**src/rtl/gpio_pkg.sv**
```systemverilog
package gpio_pkg;
  typedef enum logic [2:0] {
    ADDR_A_DATA = 3'd0,
    ADDR_A_DIR  = 3'd1,
    ADDR_B_DATA = 3'd2,
    ADDR_B_DIR  = 3'd3,
    ADDR_A_PU   = 3'd4,
    ADDR_A_PD   = 3'd5,
    ADDR_B_OD   = 3'd6,
    ADDR_CTRL   = 3'd7
  } reg_addr_e;

  localparam int unsigned CTRL_FLAG_BIT = 0;
  localparam int unsigned CTRL_IE_BIT   = 1;
  localparam int unsigned NUM_ADDR      = 8;
endpackage

```
**src/rtl/gpio_sync.sv**
```systemverilog
module gpio_sync #(
  parameter int unsigned W = 8
) (
  input  logic         clk_i,
  input  logic         rst_ni,
  input  logic [W-1:0] d_i,
  output logic [W-1:0] q_o
);
  logic [W-1:0] s1_q, s2_q;

  always_ff @(posedge clk_i or negedge rst_ni) begin
    if (!rst_ni) begin
      s1_q <= '0;
      s2_q <= '0;
    end else begin
      s1_q <= d_i;
      s2_q <= s1_q;
    end
  end

  assign q_o = s2_q;
endmodule

```
**src/rtl/gpio_regs.sv**
```systemverilog
module gpio_regs
  import gpio_pkg::*;
#(
  parameter int unsigned W = 8
) (
  input  logic         clk_i,
  input  logic         rst_ni,
  input  logic         wr_en_i,
  input  logic [2:0]   addr_i,
  input  logic [W-1:0] wdata_i,
  output logic [W-1:0] a_data_o,
  output logic [W-1:0] a_dir_o,
  output logic [W-1:0] b_data_o,
  output logic [W-1:0] b_dir_o,
  output logic [W-1:0] a_pu_o,
  output logic [W-1:0] a_pd_o,
  output logic [W-1:0] b_od_o,
  output logic         ie_o,
  output logic         clr_o
);
  localparam int unsigned NREG = NUM_ADDR - 1;

  logic [W-1:0] regs_q [NREG];
  logic         ie_q;

  for (genvar i = 0; i < NREG; i++) begin : g_reg
    localparam logic [W-1:0] RST_VAL =
      (i == int'(ADDR_A_DIR) || i == int'(ADDR_B_DIR)) ? '1 : '0;
    always_ff @(posedge clk_i or negedge rst_ni) begin
      if (!rst_ni)                               regs_q[i] <= RST_VAL;
      else if (wr_en_i && addr_i == 3'(i))       regs_q[i] <= wdata_i;
    end
  end

  always_ff @(posedge clk_i or negedge rst_ni) begin
    if (!rst_ni)                                 ie_q <= 1'b0;
    else if (wr_en_i && addr_i == ADDR_CTRL)     ie_q <= wdata_i[CTRL_IE_BIT];
  end

  assign a_data_o = regs_q[ADDR_A_DATA];
  assign a_dir_o  = regs_q[ADDR_A_DIR];
  assign b_data_o = regs_q[ADDR_B_DATA];
  assign b_dir_o  = regs_q[ADDR_B_DIR];
  assign a_pu_o   = regs_q[ADDR_A_PU];
  assign a_pd_o   = regs_q[ADDR_A_PD];
  assign b_od_o   = regs_q[ADDR_B_OD];
  assign ie_o     = ie_q;
  assign clr_o    = wr_en_i && (addr_i == ADDR_CTRL) && wdata_i[CTRL_FLAG_BIT];
endmodule

```
**src/rtl/gpio_change_det.sv**
```systemverilog
module gpio_change_det #(
  parameter int unsigned W = 8
) (
  input  logic         clk_i,
  input  logic         rst_ni,
  input  logic [W-1:0] lvl_i,
  input  logic [W-1:0] watch_i,
  input  logic         snap_i,
  input  logic         clr_i,
  output logic         chg_o,
  output logic         flag_o
);
  logic [W-1:0] snap_q;
  logic         flag_q;

  assign chg_o = |((lvl_i ^ snap_q) & watch_i);

  always_ff @(posedge clk_i or negedge rst_ni) begin
    if (!rst_ni) begin
      snap_q <= '0;
      flag_q <= 1'b0;
    end else begin
      if (snap_i) snap_q <= lvl_i;
      // a live mismatch outranks a clear
      flag_q <= (flag_q && !clr_i) || chg_o;
    end
  end

  assign flag_o = flag_q;
endmodule

```
**src/rtl/gpio_pin_drv.sv**
```systemverilog
module gpio_pin_drv #(
  parameter int unsigned W = 8
) (
  input  logic [W-1:0] data_i,
  input  logic [W-1:0] dir_i,
  input  logic [W-1:0] od_i,
  output logic [W-1:0] out_o,
  output logic [W-1:0] oe_o
);
  for (genvar i = 0; i < W; i++) begin : g_pin
    always_comb begin
      if (od_i[i]) begin
        out_o[i] = 1'b0;
        oe_o[i]  = !dir_i[i] && !data_i[i];
      end else begin
        out_o[i] = data_i[i];
        oe_o[i]  = !dir_i[i];
      end
    end
  end
endmodule

```
**src/rtl/gpio_port_pair.sv**
```systemverilog
module gpio_port_pair
  import gpio_pkg::*;
#(
  parameter int unsigned W = 8
) (
  input  logic         clk_i,
  input  logic         rst_ni,
  input  logic [2:0]   addr_i,
  input  logic         wr_en_i,
  input  logic         rd_en_i,
  input  logic [W-1:0] wdata_i,
  output logic [W-1:0] rdata_o,
  input  logic [W-1:0] pa_in_i,
  output logic [W-1:0] pa_out_o,
  output logic [W-1:0] pa_oe_o,
  output logic [W-1:0] pa_pu_o,
  output logic [W-1:0] pa_pd_o,
  input  logic [W-1:0] pb_in_i,
  output logic [W-1:0] pb_out_o,
  output logic [W-1:0] pb_oe_o,
  output logic         irq_o,
  output logic         wake_o
);
  logic [W-1:0] a_data, dir_a, b_data, dir_b, pu_a, pd_a, od_b;
  logic [W-1:0] a_lvl, b_lvl;
  logic         ie, clr, chg_any, flag;

  gpio_regs #(.W(W)) u_regs (
    .clk_i, .rst_ni, .wr_en_i, .addr_i, .wdata_i,
    .a_data_o(a_data), .a_dir_o(dir_a), .b_data_o(b_data), .b_dir_o(dir_b),
    .a_pu_o(pu_a), .a_pd_o(pd_a), .b_od_o(od_b), .ie_o(ie), .clr_o(clr)
  );

  gpio_sync #(.W(W)) u_sync_a (.clk_i, .rst_ni, .d_i(pa_in_i), .q_o(a_lvl));
  gpio_sync #(.W(W)) u_sync_b (.clk_i, .rst_ni, .d_i(pb_in_i), .q_o(b_lvl));

  gpio_change_det #(.W(W)) u_chg (
    .clk_i, .rst_ni, .lvl_i(a_lvl), .watch_i(dir_a),
    .snap_i(rd_en_i && addr_i == ADDR_A_DATA), .clr_i(clr),
    .chg_o(chg_any), .flag_o(flag)
  );

  gpio_pin_drv #(.W(W)) u_drv_a (
    .data_i(a_data), .dir_i(dir_a), .od_i('0), .out_o(pa_out_o), .oe_o(pa_oe_o)
  );
  gpio_pin_drv #(.W(W)) u_drv_b (
    .data_i(b_data), .dir_i(dir_b), .od_i(od_b), .out_o(pb_out_o), .oe_o(pb_oe_o)
  );

  assign pa_pu_o = pu_a & dir_a;
  assign pa_pd_o = pd_a & dir_a & ~pu_a;

  always_comb begin
    rdata_o = '0;
    unique case (reg_addr_e'(addr_i))
      ADDR_A_DATA: rdata_o = a_lvl;
      ADDR_A_DIR:  rdata_o = dir_a;
      ADDR_B_DATA: rdata_o = b_lvl;
      ADDR_B_DIR:  rdata_o = dir_b;
      ADDR_A_PU:   rdata_o = pu_a;
      ADDR_A_PD:   rdata_o = pd_a;
      ADDR_B_OD:   rdata_o = od_b;
      ADDR_CTRL: begin
        rdata_o[CTRL_FLAG_BIT] = flag;
        rdata_o[CTRL_IE_BIT]   = ie;
      end
      default: rdata_o = '0;
    endcase
  end

  assign irq_o  = flag && ie;
  assign wake_o = flag;
endmodule

```
**config.mk**
```make
export PLATFORM = sky130hd
export DESIGN_NAME = gpio_port_pair
export DESIGN_NICKNAME = d
export VERILOG_FILES = /design/src/rtl/gpio_pkg.sv /design/src/rtl/gpio_sync.sv /design/src/rtl/gpio_regs.sv /design/src/rtl/gpio_change_det.sv /design/src/rtl/gpio_pin_drv.sv /design/src/rtl/gpio_port_pair.sv
export SDC_FILE = /design/constraint.sdc
export NUM_CORES = 1
export LEC_CHECK = 0
export BUFFER_PORTS_ARGS = -buffer_cell sky130_fd_sc_hd__clkbuf_2
export CORE_ASPECT_RATIO = 0.7
export CORE_UTILIZATION = 50
export DETAILED_ROUTE_END_ITERATION = 7
export PLACE_DENSITY = 0.75
export REMOVE_ABC_BUFFERS = 1
export SETUP_SLACK_MARGIN = 0.05
export SLEW_MARGIN = 20
export SYNTH_ARGS = -nofsm -noshare
export SYNTH_HDL_FRONTEND = slang
export SYNTH_SLANG_ARGS = --single-unit
```
**constraint.sdc**
```tcl
create_clock -name clk_i -period 2.6 [get_ports clk_i]
set_input_delay 0.39 -clock clk_i [delete_from_list [all_inputs] [get_ports clk_i]]
set_output_delay 0.39 -clock clk_i [all_outputs]
set_load 0.005 [all_outputs]
```
-- Yosys cells after proc, flatten, opt, wreduce, memory -nomap -nowiden
Index checks and enable logic that the tools add are counted.
W data, S select, Z words.
- register bits after elaboration: 98
- input port bits: 31
- output and inout port bits: 58
- word-level logic and storage cells: 93
- equal/unequal tests: 7
- muxes and demuxes: 18
- bitwise operators: 6
- reductions and logical operators: 48
- operators by type and width (operator ; count):
    $pmux W6 S7 ; 1
    $and A8 B8 Y8 ; 4
    $logic_not A1 Y1 ; 25
    $logic_and A1 B1 Y1 ; 20
    $mux W1 ; 16
    $pmux W2 S8 ; 1
    $eq A3 B3 Y1 const B ; 4
    $not A8 Y8 ; 1
    $reduce_or A8 Y1 ; 1
    $xor A8 B8 Y8 ; 1
    $eq A3 B2 Y1 const B ; 2
    $eq A3 B1 Y1 const B ; 1
    $logic_not A3 Y1 ; 1
    $logic_or A1 B1 Y1 ; 1

-- Longest topological paths before layout
Gate-level depths: netlist of the first run.
- depth in word-level cells: 6
- gate-level depth with buffers: 6
- gate-level depth less buffers: 4

-- By module
Synthesis of the first run repeated with hierarchy kept, for this count alone.
- cell total of the unflattened synthesis: 307
- area, all modules: 4409.2 µm²
- modules (own cells, without submodules) (module ; instances ; cells an instance ; area an instance (µm²) ; sequential area each (µm²)):
    gpio_regs ; 1 ; 131 ; 2225.9 ; 1446.4
    gpio_sync ; 2 ; 16 ; 400.4 ; 400.4
    gpio_port_pair ; 1 ; 79 ; 676.9 ; 0.0
    gpio_change_det ; 1 ; 33 ; 437.9 ; 225.2
    gpio_pin_drv ; 2 ; 16 ; 133.9 ; 0.0

-- Worst setup path after synthesis of the first run
Ideal clock, no wire load.
- kind: in2out
- from: in addr_i[1]
- to: out rdata_o[1]
- arrival: 1300 ps
- required time: 2210 ps
- path slack: 910 ps
- stages on the path: 5
- buffers on the path: 1
- cells stage by stage: buf_4 -> and2b_1 -> a22o_1 -> a221oi_2 -> a21oi_1
- longest elaborated chain between the ends: 2
- elaborated cells on any way between the ends: 9
- those cells by class: eq/ne: 7; mux: 1; reduce/logical: 1
- ends and longest elaborated chain (element ; line ; RTL):
    from (decl) ; gpio_port_pair.sv:8 ; input logic [2:0] addr_i,
    $eq A3 B3 Y1 (tied with other cells) ; gpio_port_pair.sv:55 ; unique case (reg_addr_e'(addr_i))
    $pmux W2 S8 (*) ; gpio_port_pair.sv:55 ;
    to (decl) ; gpio_port_pair.sv:12 ; output logic [W-1:0] rdata_o,
Every way passes the cells marked *; elsewhere a longest branch is shown, timed or not.

-- Worst setup path after layout of the first run
- from: in addr_i[0]
- to: out rdata_o[0]
The elaborated chain is that of the path after synthesis.

==> flow_metrics.env, run 1 <==
export IMPL_antenna_cells=0
export IMPL_post_cts_setup_buffers=0
export IMPL_synth_area_leader_cell="dfrtp_1"
export IMPL_synthTopCellsByCount="dfrtp_1, mux2_2, a21oi_1, dfstp_2, nor2_1"
export IMPL_post_route_min_period_ns=2.26
export IMPL_max_slew_margin_pct=54.5
export IMPL_finalHoldViolCount=0
export IMPL_clockBufferDepth=2
export IMPL_die_area_mm2=0.00883
export IMPL_fin_ws_ns=0.336
export IMPL_synth_async_reset_ratio_pct=100
export IMPL_totalPowerFinal_mw=4.19
export IMPL_slew_viol_final=0
export IMPL_first_iter_violations=245
export IMPL_critical_path_required_ns=2.21
export IMPL_numCtsBuffers=9
export IMPL_area_growth_pct=20.8
export IMPL_fin_nets=446
export IMPL_hold_class="in2async"
export IMPL_vdd_ir_drop_worst_uv=464
export IMPL_grt_pass1_vias=2861
export IMPL_whs_ns=0.0675
export IMPL_timing_final_crit_share_pct=87.1
export IMPL_place_ws_ns=0.346
export IMPL_die_x_um=112
export IMPL_fill_cells=651
export IMPL_first_pass_iters=6
export IMPL_vias=2840
export IMPL_drc=7
export IMPL_ys_types=37
export IMPL_ios=89
export IMPL_grtUsageTotal_pct=23.8
export IMPL_ys_seq_area_share_pct=58.5
export IMPL_initial_core_util_pct=52.6
export IMPL_post_drt_wl_per_cell_um=18.3
export IMPL_crit_type="in2out"
export IMPL_end_kind="output port"
export IMPL_power_density_mw_per_mm2=820
export IMPL_cts_tree="built"
export IMPL_status="finished, violations left"
export IMPL_finalClockSkew_ns=0.00324
export IMPL_cts_htree_levels=3
export IMPL_port_buffers=88
export IMPL_dpl_cell_count=505
export IMPL_fmax_mhz=442
export IMPL_holdBufCountCts=0
export IMPL_grt_pass1_wl_um=15400
export IMPL_core_area_mm2=0.00804
export IMPL_yosys_register_bits=98
export IMPL_path_clk_slew_ns=0.06
export IMPL_violations="design-rule violations"
export IMPL_critPathLaunchType="primary input"
export IMPL_drive_gt1_share_pct=44.5
export IMPL_synth_edf_count=0
export IMPL_synth_area_leaders="dfrtp_1, dfstp_2, mux2_2"
export IMPL_yosys_warnings=0
export IMPL_grt_max_degree=53
export IMPL_numClockSinks=98
export IMPL_post_synth_top_count_cell="dfrtp_1"
export IMPL_synthCells=318
export IMPL_cp_max_fo=16
export IMPL_dpl_hpwl_um=6840
export IMPL_overflow=0
export IMPL_antenna_left=0
export IMPL_rsz0062_at_grt="no"
export IMPL_synth_top_area_share_pct=48.5
export IMPL_critPathArrivalTime_ns=1.87
export IMPL_clockRootBuffer="clkbuf_16"
export IMPL_leakagePower_nw=2.42
export IMPL_tightest_slew_ns=0.682
export IMPL_synthFlopType="dfrtp_1"
export IMPL_wl_um=9540
export IMPL_finalSetupViolCount=0
export IMPL_fp_row_count=27
export IMPL_avgSynthCellArea_um2=13.3
export IMPL_gp_congestion=0.848
export IMPL_finalSetupTns_ns=0
export IMPL_stdcell_count=521
export IMPL_syn_area_mm2=0.00423
export IMPL_antenna_found_initial=0
export IMPL_die_h_um=78.9
export IMPL_cts_resized=0
export IMPL_clock_latency_ns=0.35
export IMPL_drv_cap=0
export IMPL_vias_per_cell=5.45
==> per-layer routing <==
metal  track usage [%]  vias to the layer above  part of all wire, %
met5                 0                        -                    0
li1                  -                     1305                    -
met3              6.72                       15                  7.1
met4              8.92                        0                  1.3
met2              34.2                      116                   44
met1              34.2                     1404                   47
==> layout make-up <==
| class | count | area [µm²] | area share [%] |
|---|---|---|---|
| Clock buffer | 12 | 267 | 5.22 |
| Clock inverter | 4 | 48.8 | 0.956 |
| Timing Repair Buffer | 96 | 515 | 10.1 |
| Sequential cell | 98 | 2470 | 48.4 |
| Inverter | 14 | 52.6 | 1.03 |
| Multi-Input combinational cell | 196 | 1620 | 31.8 |
| Tap cell | 101 | 126 | 2.47 |
==> critical path, cell delays in order <==
cell and delay [ns]:
clkbuf_2 0.41, nand2b_1 0.19, nor2_1 0.41, a221oi_1 0.19, a21oi_1 0.15, clkbuf_2 0.13
==> flip-flops by register name, summed over array words and instances, names as in the netlist <==
register         cells
u_regs.b_dir_o       8
u_chg.flag_o         1
u_regs.a_pu_o        8
u_regs.a_dir_o       8
u_sync_a.s1_q        8
u_chg.snap_q         8
u_regs.ie_o          1
u_regs.a_pd_o        8
u_regs.b_od_o        8
u_sync_b.q_o         8
u_sync_a.q_o         8
u_regs.b_data_o      8
u_regs.a_data_o      8
u_sync_b.s1_q        8
==> worst paths after layout <==
kind	endpoint	cells after the start	slack, ns	start
min	u_sync_a.q_o[7]	1	0.07	rst_ni
max reg2reg	u_chg.flag_o	4	1.40	u_sync_a.q_o[2]
max	rdata_o[0]	6	0.34	addr_i[0]
min in group clk_i	u_sync_a.s1_q[6]	1	0.14	pa_in_i[6]
max in group asynchronous	u_regs.a_dir_o[5]	2	1.78	rst_ni
min reg2reg	u_sync_a.q_o[3]	0	0.35	u_sync_a.s1_q[3]
==> through the flow <==
step / cell area (µm²) / util, %
final: 5110 / 63.5
after global routing: 5110 / 63.5
after global placement: 4790 / 59.6
after CTS: 5110 / 63.5
after floorplan: 4150 / -
after detailed placement: 4790 / 59.6
==> report_power, final <==
part	internal [mW]	total [mW]	leakage (nW)	switching, mW
clock network	0.822	1.37	0.159	0.549
registers	1.81	2.01	1.14	0.200
logic	0.441	0.802	1.13	0.361
total	3.08	4.19	2.42	1.11
==> placed cells by master, fill, tap and decap left out, types with 6 or more instances in the layout <==
cell type	instances
clkbuf_2	87
dfrtp_1	82
mux2_2	31
a21oi_1	19
nor2_1	16
dfstp_2	16
nand2_1	15
mux2_4	15
inv_1	14
o21ai_0	14
nor2b_1	10
clkbuf_16	9
mux2i_1	8
a22oi_1	8
and2_1	8
mux2_1	8
buf_4	8
xor2_1	6
==> cell families after synthesis <==
| kind of cell | after synthesis | share of synthesized area, % |
|---|---|---|
| xor+xnor | 8 | 1.66 |
| flops | 98 | 58.5 |
| mux | 65 | 19.2 |
| simple gates | 74 | 10.3 |
| compound gates | 49 | 7.22 |
| buf+inv | 24 | 3.11 |
No activity file was read; power rests on OpenSTA's default activity.
==> run 2, diff against run 1 <==
CORE_UTILIZATION = 59   (was 50)
PLACE_DENSITY = 0.86   (was 0.75)
SYNTH_HIERARCHICAL = 1   (was unset)
==> run 2 against run 1 <==
  * The flow now finishes without violations
  * Clock power decreased by 28%
  * Register-to-register slack got worse by 0.12 ns
  * First-iteration DRC count decreased by 31%
  * Utilization increased by 12 points
  * Synthesized cell count decreased by 3.5%
==> flow_metrics.env, run 2 <==
export IMPL_wl_met3_um=563
export IMPL_ios=89
export IMPL_cts_tree="built"
export IMPL_whs_ns=0.00746
export IMPL_utilization_pct=75.6
export IMPL_crit_path_cell_trace="clkbuf_2 -> nor2b_1 -> a221oi_1 -> o22ai_1 -> clkbuf_2"
export IMPL_area_growth_pct=19.7
export IMPL_post_drt_wl_per_cell_um=18.6
export IMPL_post_route_min_period_ns=2.24
export IMPL_clockBufferDepth=2
export IMPL_post_cts_setup_buffers=0
export IMPL_core_area_mm2=0.00698
export IMPL_finalHoldViolCount=0
export IMPL_yosys_warnings=6
export IMPL_tightest_slew_ns=0.621
export IMPL_post_synth_top_count_cell="dfrtp_1"
export IMPL_grt_max_degree=58
export IMPL_synthTopCellsByCount="dfrtp_1, mux2_2, dfstp_2, a21oi_2, nor2b_2"
export IMPL_crit_family="buffers and inverters"
export IMPL_cp_max_fo=22
export IMPL_wl_um=9720
export IMPL_clock_latency_ns=0.36
export IMPL_ys_seq_area_share_pct=56.1
export IMPL_numCtsBuffers=9
export IMPL_reg2reg_slack_ns=1.28
export IMPL_die_x_um=105
export IMPL_clockRootBuffer="clkbuf_8"
export IMPL_synthFlopType="dfrtp_1"
export IMPL_synth_top_area_share_pct=46.5
export IMPL_port_buffers=88
export IMPL_antenna_cells=0
export IMPL_totalPowerFinal_mw=3.91
export IMPL_cts_htree_levels=3
export IMPL_vias=2943
export IMPL_drive_gt1_share_pct=57.0
export IMPL_leakagePower_nw=2.44
export IMPL_dpl_cell_count=506
export IMPL_hold_class="in2async"
export IMPL_cts_resized=0
export IMPL_slowest_delay_ns=0.48
export IMPL_cp_num_buf_inv=2
export IMPL_finalSetupViolCount=0
export IMPL_vdd_ir_drop_worst_uv=461
export IMPL_synth_async_reset_ratio_pct=100
export IMPL_rsz0062_at_grt="no"
export IMPL_die_area_mm2=0.00783
export IMPL_top_layer="met4"
export IMPL_met2_length_um=4450
export IMPL_numClockSinks=98
export IMPL_drv_cap=0
export IMPL_wl_met1_um=4510
export IMPL_first_iter_violations=169
export IMPL_dpl_cell_area_mm2=0.00507
export IMPL_crit_type="in2out"
export IMPL_gp_congestion=0.806
export IMPL_final_cell_mix="clkbuf_2, dfrtp_1, mux2_2"
export IMPL_antenna_found_initial=0
export IMPL_critPathLaunchType="primary input"
export IMPL_ys_types=42
export IMPL_vias_per_cell=5.64
export IMPL_drc=0
export IMPL_critical_path_required_ns=2.21
export IMPL_fin_ws_ns=0.360
export IMPL_finalClockSkew_ns=0.00503
export IMPL_grt_pass1_vias=2941
export IMPL_fin_area_mm2=0.00528
export IMPL_synth_area_leaders="dfrtp_1, mux2_2, dfstp_2"
export IMPL_finalSetupTns_ns=0
export IMPL_fp_row_count=25
export IMPL_avgSynthCellArea_um2=14.4
export IMPL_holdBufCountCts=0
export IMPL_yosys_register_bits=98
export IMPL_overflow=0
export IMPL_final_common_cell="clkbuf_2"
export IMPL_syn_area_mm2=0.00441
export IMPL_power_density_mw_per_mm2=742
export IMPL_path_common_cell="clkbuf_2"
export IMPL_end_kind="output port"
export IMPL_cp_slowest_cell="clkbuf_2"
export IMPL_first_pass_iters=4
export IMPL_fmax_mhz=446
export IMPL_max_slew_margin_pct=58.6
export IMPL_die_h_um=74.3
export IMPL_timing_final_crit_share_pct=86.2
export IMPL_initial_core_util_pct=63.2
export IMPL_grt_pass1_wl_um=15700
export IMPL_grtUsageTotal_pct=27.2
export IMPL_path_clk_slew_ns=0.09
export IMPL_synthCells=307
export IMPL_synth_area_leader_cell="dfrtp_1"
export IMPL_synth_edf_count=0
export IMPL_fin_nets=454
export IMPL_critPathArrivalTime_ns=1.85
export IMPL_place_ws_ns=0.410
export IMPL_stdcell_count=522
export IMPL_dpl_hpwl_um=6890
export IMPL_status="finished clean"
export IMPL_antenna_left=0
export IMPL_slew_viol_final=0
[run 2: changes by cell type after synthesis, sizes merged, moves of 8 or more]
cell   change
and3b      +8
inv       -11
mux2      +15
nand2     -11
nor2      -13
nor2b      +9
o21ai     -12
[run 2: power breakdown]
part / switching, mW / internal (mW)
Clock: 0.527 / 0.453
Combinational: 0.356 / 0.506
Sequential: 0.256 / 1.82
[run 2: layer usage]
layer  global-route usage [%]  vias to the layer above
li1                         -                     1340
met4                     8.14                        0
met1                     38.9                     1477
met5                        0                        -
met3                     6.57                       19
met2                     42.2                      107
[run 2: cell families (layout without fill, tap and decap cells)]
| logic type | Yosys count | count (layout) | share of synthesized area [%] |
|---|---|---|---|
| other | 1 | 16 | 0.0850 |
| XOR/XNOR | 8 | 8 | 1.59 |
| flip-flops | 98 | 98 | 56.1 |
| AND/OR/NAND/NOR | 60 | 60 | 10.2 |
| buffers and inverters | 17 | 123 | 2.87 |
| AO/OA/AOI/OAI | 42 | 42 | 7.49 |
| multiplexers | 81 | 81 | 21.7 |
[run 2: worst register-to-register path, cell delays in order (launching register included)]
cell     delay [ns]
dfrtp_1        0.40
xor2_1         0.19
a22oi_1        0.30
nand4_1        0.15
a21o_1         0.19
[run 2: worst paths after layout]
kind,startpoint,endpoint,depth (start not counted)
max,addr_i[0],rdata_o[2],5
min,rst_ni,u_regs/a_data_o[6],1
max reg2reg,u_chg/snap_q[3],u_chg/flag_o,4
min reg2reg,u_sync_a/s1_q[1],u_sync_a/q_o[1],0
max in group asynchronous,rst_ni,u_regs/b_dir_o[6],2
min in group clk_i,pb_in_i[7],u_sync_b/s1_q[7],1
[run 2: final cells by class]
| class | instances | area (µm²) |
|---|---|---|
| repair buffers | 104 | 588 |
| clock inverters | 7 | 77.6 |
| inverters | 3 | 11.3 |
| multi-input cells | 207 | 1890 |
| clock buffers | 9 | 124 |
| well taps | 94 | 118 |
| fillers | 486 | 1700 |
| flip-flops and latches | 98 | 2470 |
==> run 3, diff against run 2 <==
CORE_UTILIZATION = 61   (was 59)
CTS_BUF_LIST = sky130_fd_sc_hd__clkbuf_2 sky130_fd_sc_hd__clkbuf_4 sky130_fd_sc_hd__clkbuf_8   (was unset)
PLACE_DENSITY = 0.88   (was 0.86)
==> run 3 against run 2 <==
  * Power down 0.84%
  * Die area down 3.2%
  * Global-route usage up 1.1 points
  * Fmax up 2.4%
  * Register-to-register slack better by 0.05 ns
  * Combinational power down 0.7%
  * Sequential cell count unchanged
  * Critical path type unchanged
  * Largest power group unchanged
==> flow_metrics.env, run 3 (synthesis gave the netlist of run 2 again) <==
export IMPL_dpl_cell_area_mm2=0.00503
export IMPL_post_route_min_period_ns=2.19
export IMPL_first_iter_violations=139
export IMPL_drive_gt1_share_pct=56.7
export IMPL_grt_max_degree=56
export IMPL_r2r_end="u_chg/flag_o"
export IMPL_p_comb_share_pct=22.1
export IMPL_utilization_pct=75.9
export IMPL_slew_viol_final=0
export IMPL_fin_nets=451
export IMPL_path_clk_slew_ns=0.10
export IMPL_place_ws_ns=0.431
export IMPL_cts_htree_levels=3
export IMPL_hold_class="in2async"
export IMPL_antenna_left=0
export IMPL_totalPowerFinal_mw=3.88
export IMPL_overflow=0
export IMPL_switching_share_pct=30.6
export IMPL_die_x_um=104
export IMPL_clock_latency_ns=0.37
export IMPL_numCtsBuffers=9
export IMPL_fin_ws_ns=0.413
export IMPL_grtUsageTotal_pct=28.3
export IMPL_finalHoldViolCount=0
export IMPL_post_cts_setup_buffers=0
export IMPL_p_switching_mw=1.19
export IMPL_core_area_mm2=0.00688
export IMPL_max_slew_margin_pct=53.8
export IMPL_cts_tree="built"
export IMPL_critPathLaunchType="primary input"
export IMPL_dpl_cell_count=503
export IMPL_power_density_mw_per_mm2=743
export IMPL_r2r_start="u_sync_a/q_o[6]"
export IMPL_dpl_hpwl_um=7060
export IMPL_final_cell_mix="clkbuf_2, dfrtp_1, mux2_2"
export IMPL_cp_max_fo=21
export IMPL_finalClockSkew_ns=0.00907
export IMPL_leakagePower_nw=2.41
export IMPL_fp_row_count=25
export IMPL_rsz0062_at_grt="no"
export IMPL_worstSetupStartpoint="addr_i[0]"
export IMPL_vdd_ir_drop_worst_uv=530
export IMPL_pwr_share_clk_pct=24.5
export IMPL_drv_cap=0
export IMPL_timing_final_crit_share_pct=84.1
export IMPL_antenna_found_initial=0
export IMPL_crit_type="in2out"
export IMPL_holdBufCountCts=0
export IMPL_ff2ff_path_depth=4
export IMPL_numClockSinks=98
export IMPL_reg2reg_slack_ns=1.33
export IMPL_gp_congestion=0.790
export IMPL_initial_core_util_pct=64.1
export IMPL_tightest_slew_ns=0.693
export IMPL_grt_pass1_wl_um=15900
export IMPL_whs_ns=0.0480
export IMPL_fin_area_mm2=0.00522
export IMPL_finalSetupViolCount=0
export IMPL_p_int_mw=2.69
export IMPL_first_pass_iters=4
export IMPL_status="finished clean"
export IMPL_area_growth_pct=18.5
export IMPL_vias=2911
export IMPL_clockRootBuffer="clkbuf_8"
export IMPL_crit_end="rdata_o[7]"
export IMPL_die_area_mm2=0.00758
export IMPL_wl_um=9800
export IMPL_critPathArrivalTime_ns=1.80
export IMPL_ios=89
export IMPL_clockBufferDepth=2
export IMPL_drc=0
export IMPL_cts_resized=0
export IMPL_p_seq_share_pct=53.5
export IMPL_stdcell_count=519
export IMPL_die_h_um=73.1
export IMPL_final_common_cell="clkbuf_2"
export IMPL_vias_per_cell=5.61
export IMPL_critical_path_required_ns=2.21
export IMPL_end_kind="output port"
export IMPL_finalSetupTns_ns=0
export IMPL_fmax_mhz=457
export IMPL_grt_pass1_vias=2982
export IMPL_port_buffers=88
export IMPL_post_drt_wl_per_cell_um=18.9
export IMPL_antenna_cells=0
## run 3: worst max-delay path: stages
cell and delay [ns]:
clkbuf_2 0.48, mux4_2 0.58, nor2_1 0.11, a21oi_1 0.07
clkbuf_2 0.15
## run 3: worst min-delay path by stage
| stage | endpoint | slack (ns) |
|---|---|---|
| 6_report | u_regs/b_data_o[6] | 0.05 |
| 4_1_cts | u_regs/b_data_o[6] | 0.06 |
| 3_3_place_gp | u_sync_b/q_o[5] | 0.33 |
| 3_5_place_dp | u_sync_a/q_o[4] | 0.34 |
| 2_1_floorplan | u_chg/flag_o | 0.09 |
| 5_1_grt | u_sync_b/s1_q[1] | 0.1 |
## run 3: cell type report
cell class | instances | area (µm²)
clock buffers | 9 | 124
clock inverters | 7 | 72.6
fillers | 452 | 1660
inverters | 3 | 11.3
multi-input cells | 207 | 1890
flip-flops and latches | 98 | 2470
well taps | 94 | 118
repair buffers | 101 | 541
## run 3: metal layers
layer	share of wire, %	wire length (µm)	track usage [%]
met1	44	4270	38.3
met2	47	4640	45.8
met5	0	0	0
met3	7.7	755	6.43
met4	1.4	134	10.5
## run 3: power by group through the flow
stage          registers (mW)  clock network (mW)  logic [mW]
5_1_grt                  2.11                1.02       0.934
3_3_place_gp             2.08                   0       0.820
6_report                 2.07               0.950       0.856
4_1_cts                  2.07               0.976       0.862
2_1_floorplan            2.01                   0       0.517
3_5_place_dp             2.10                   0       0.857
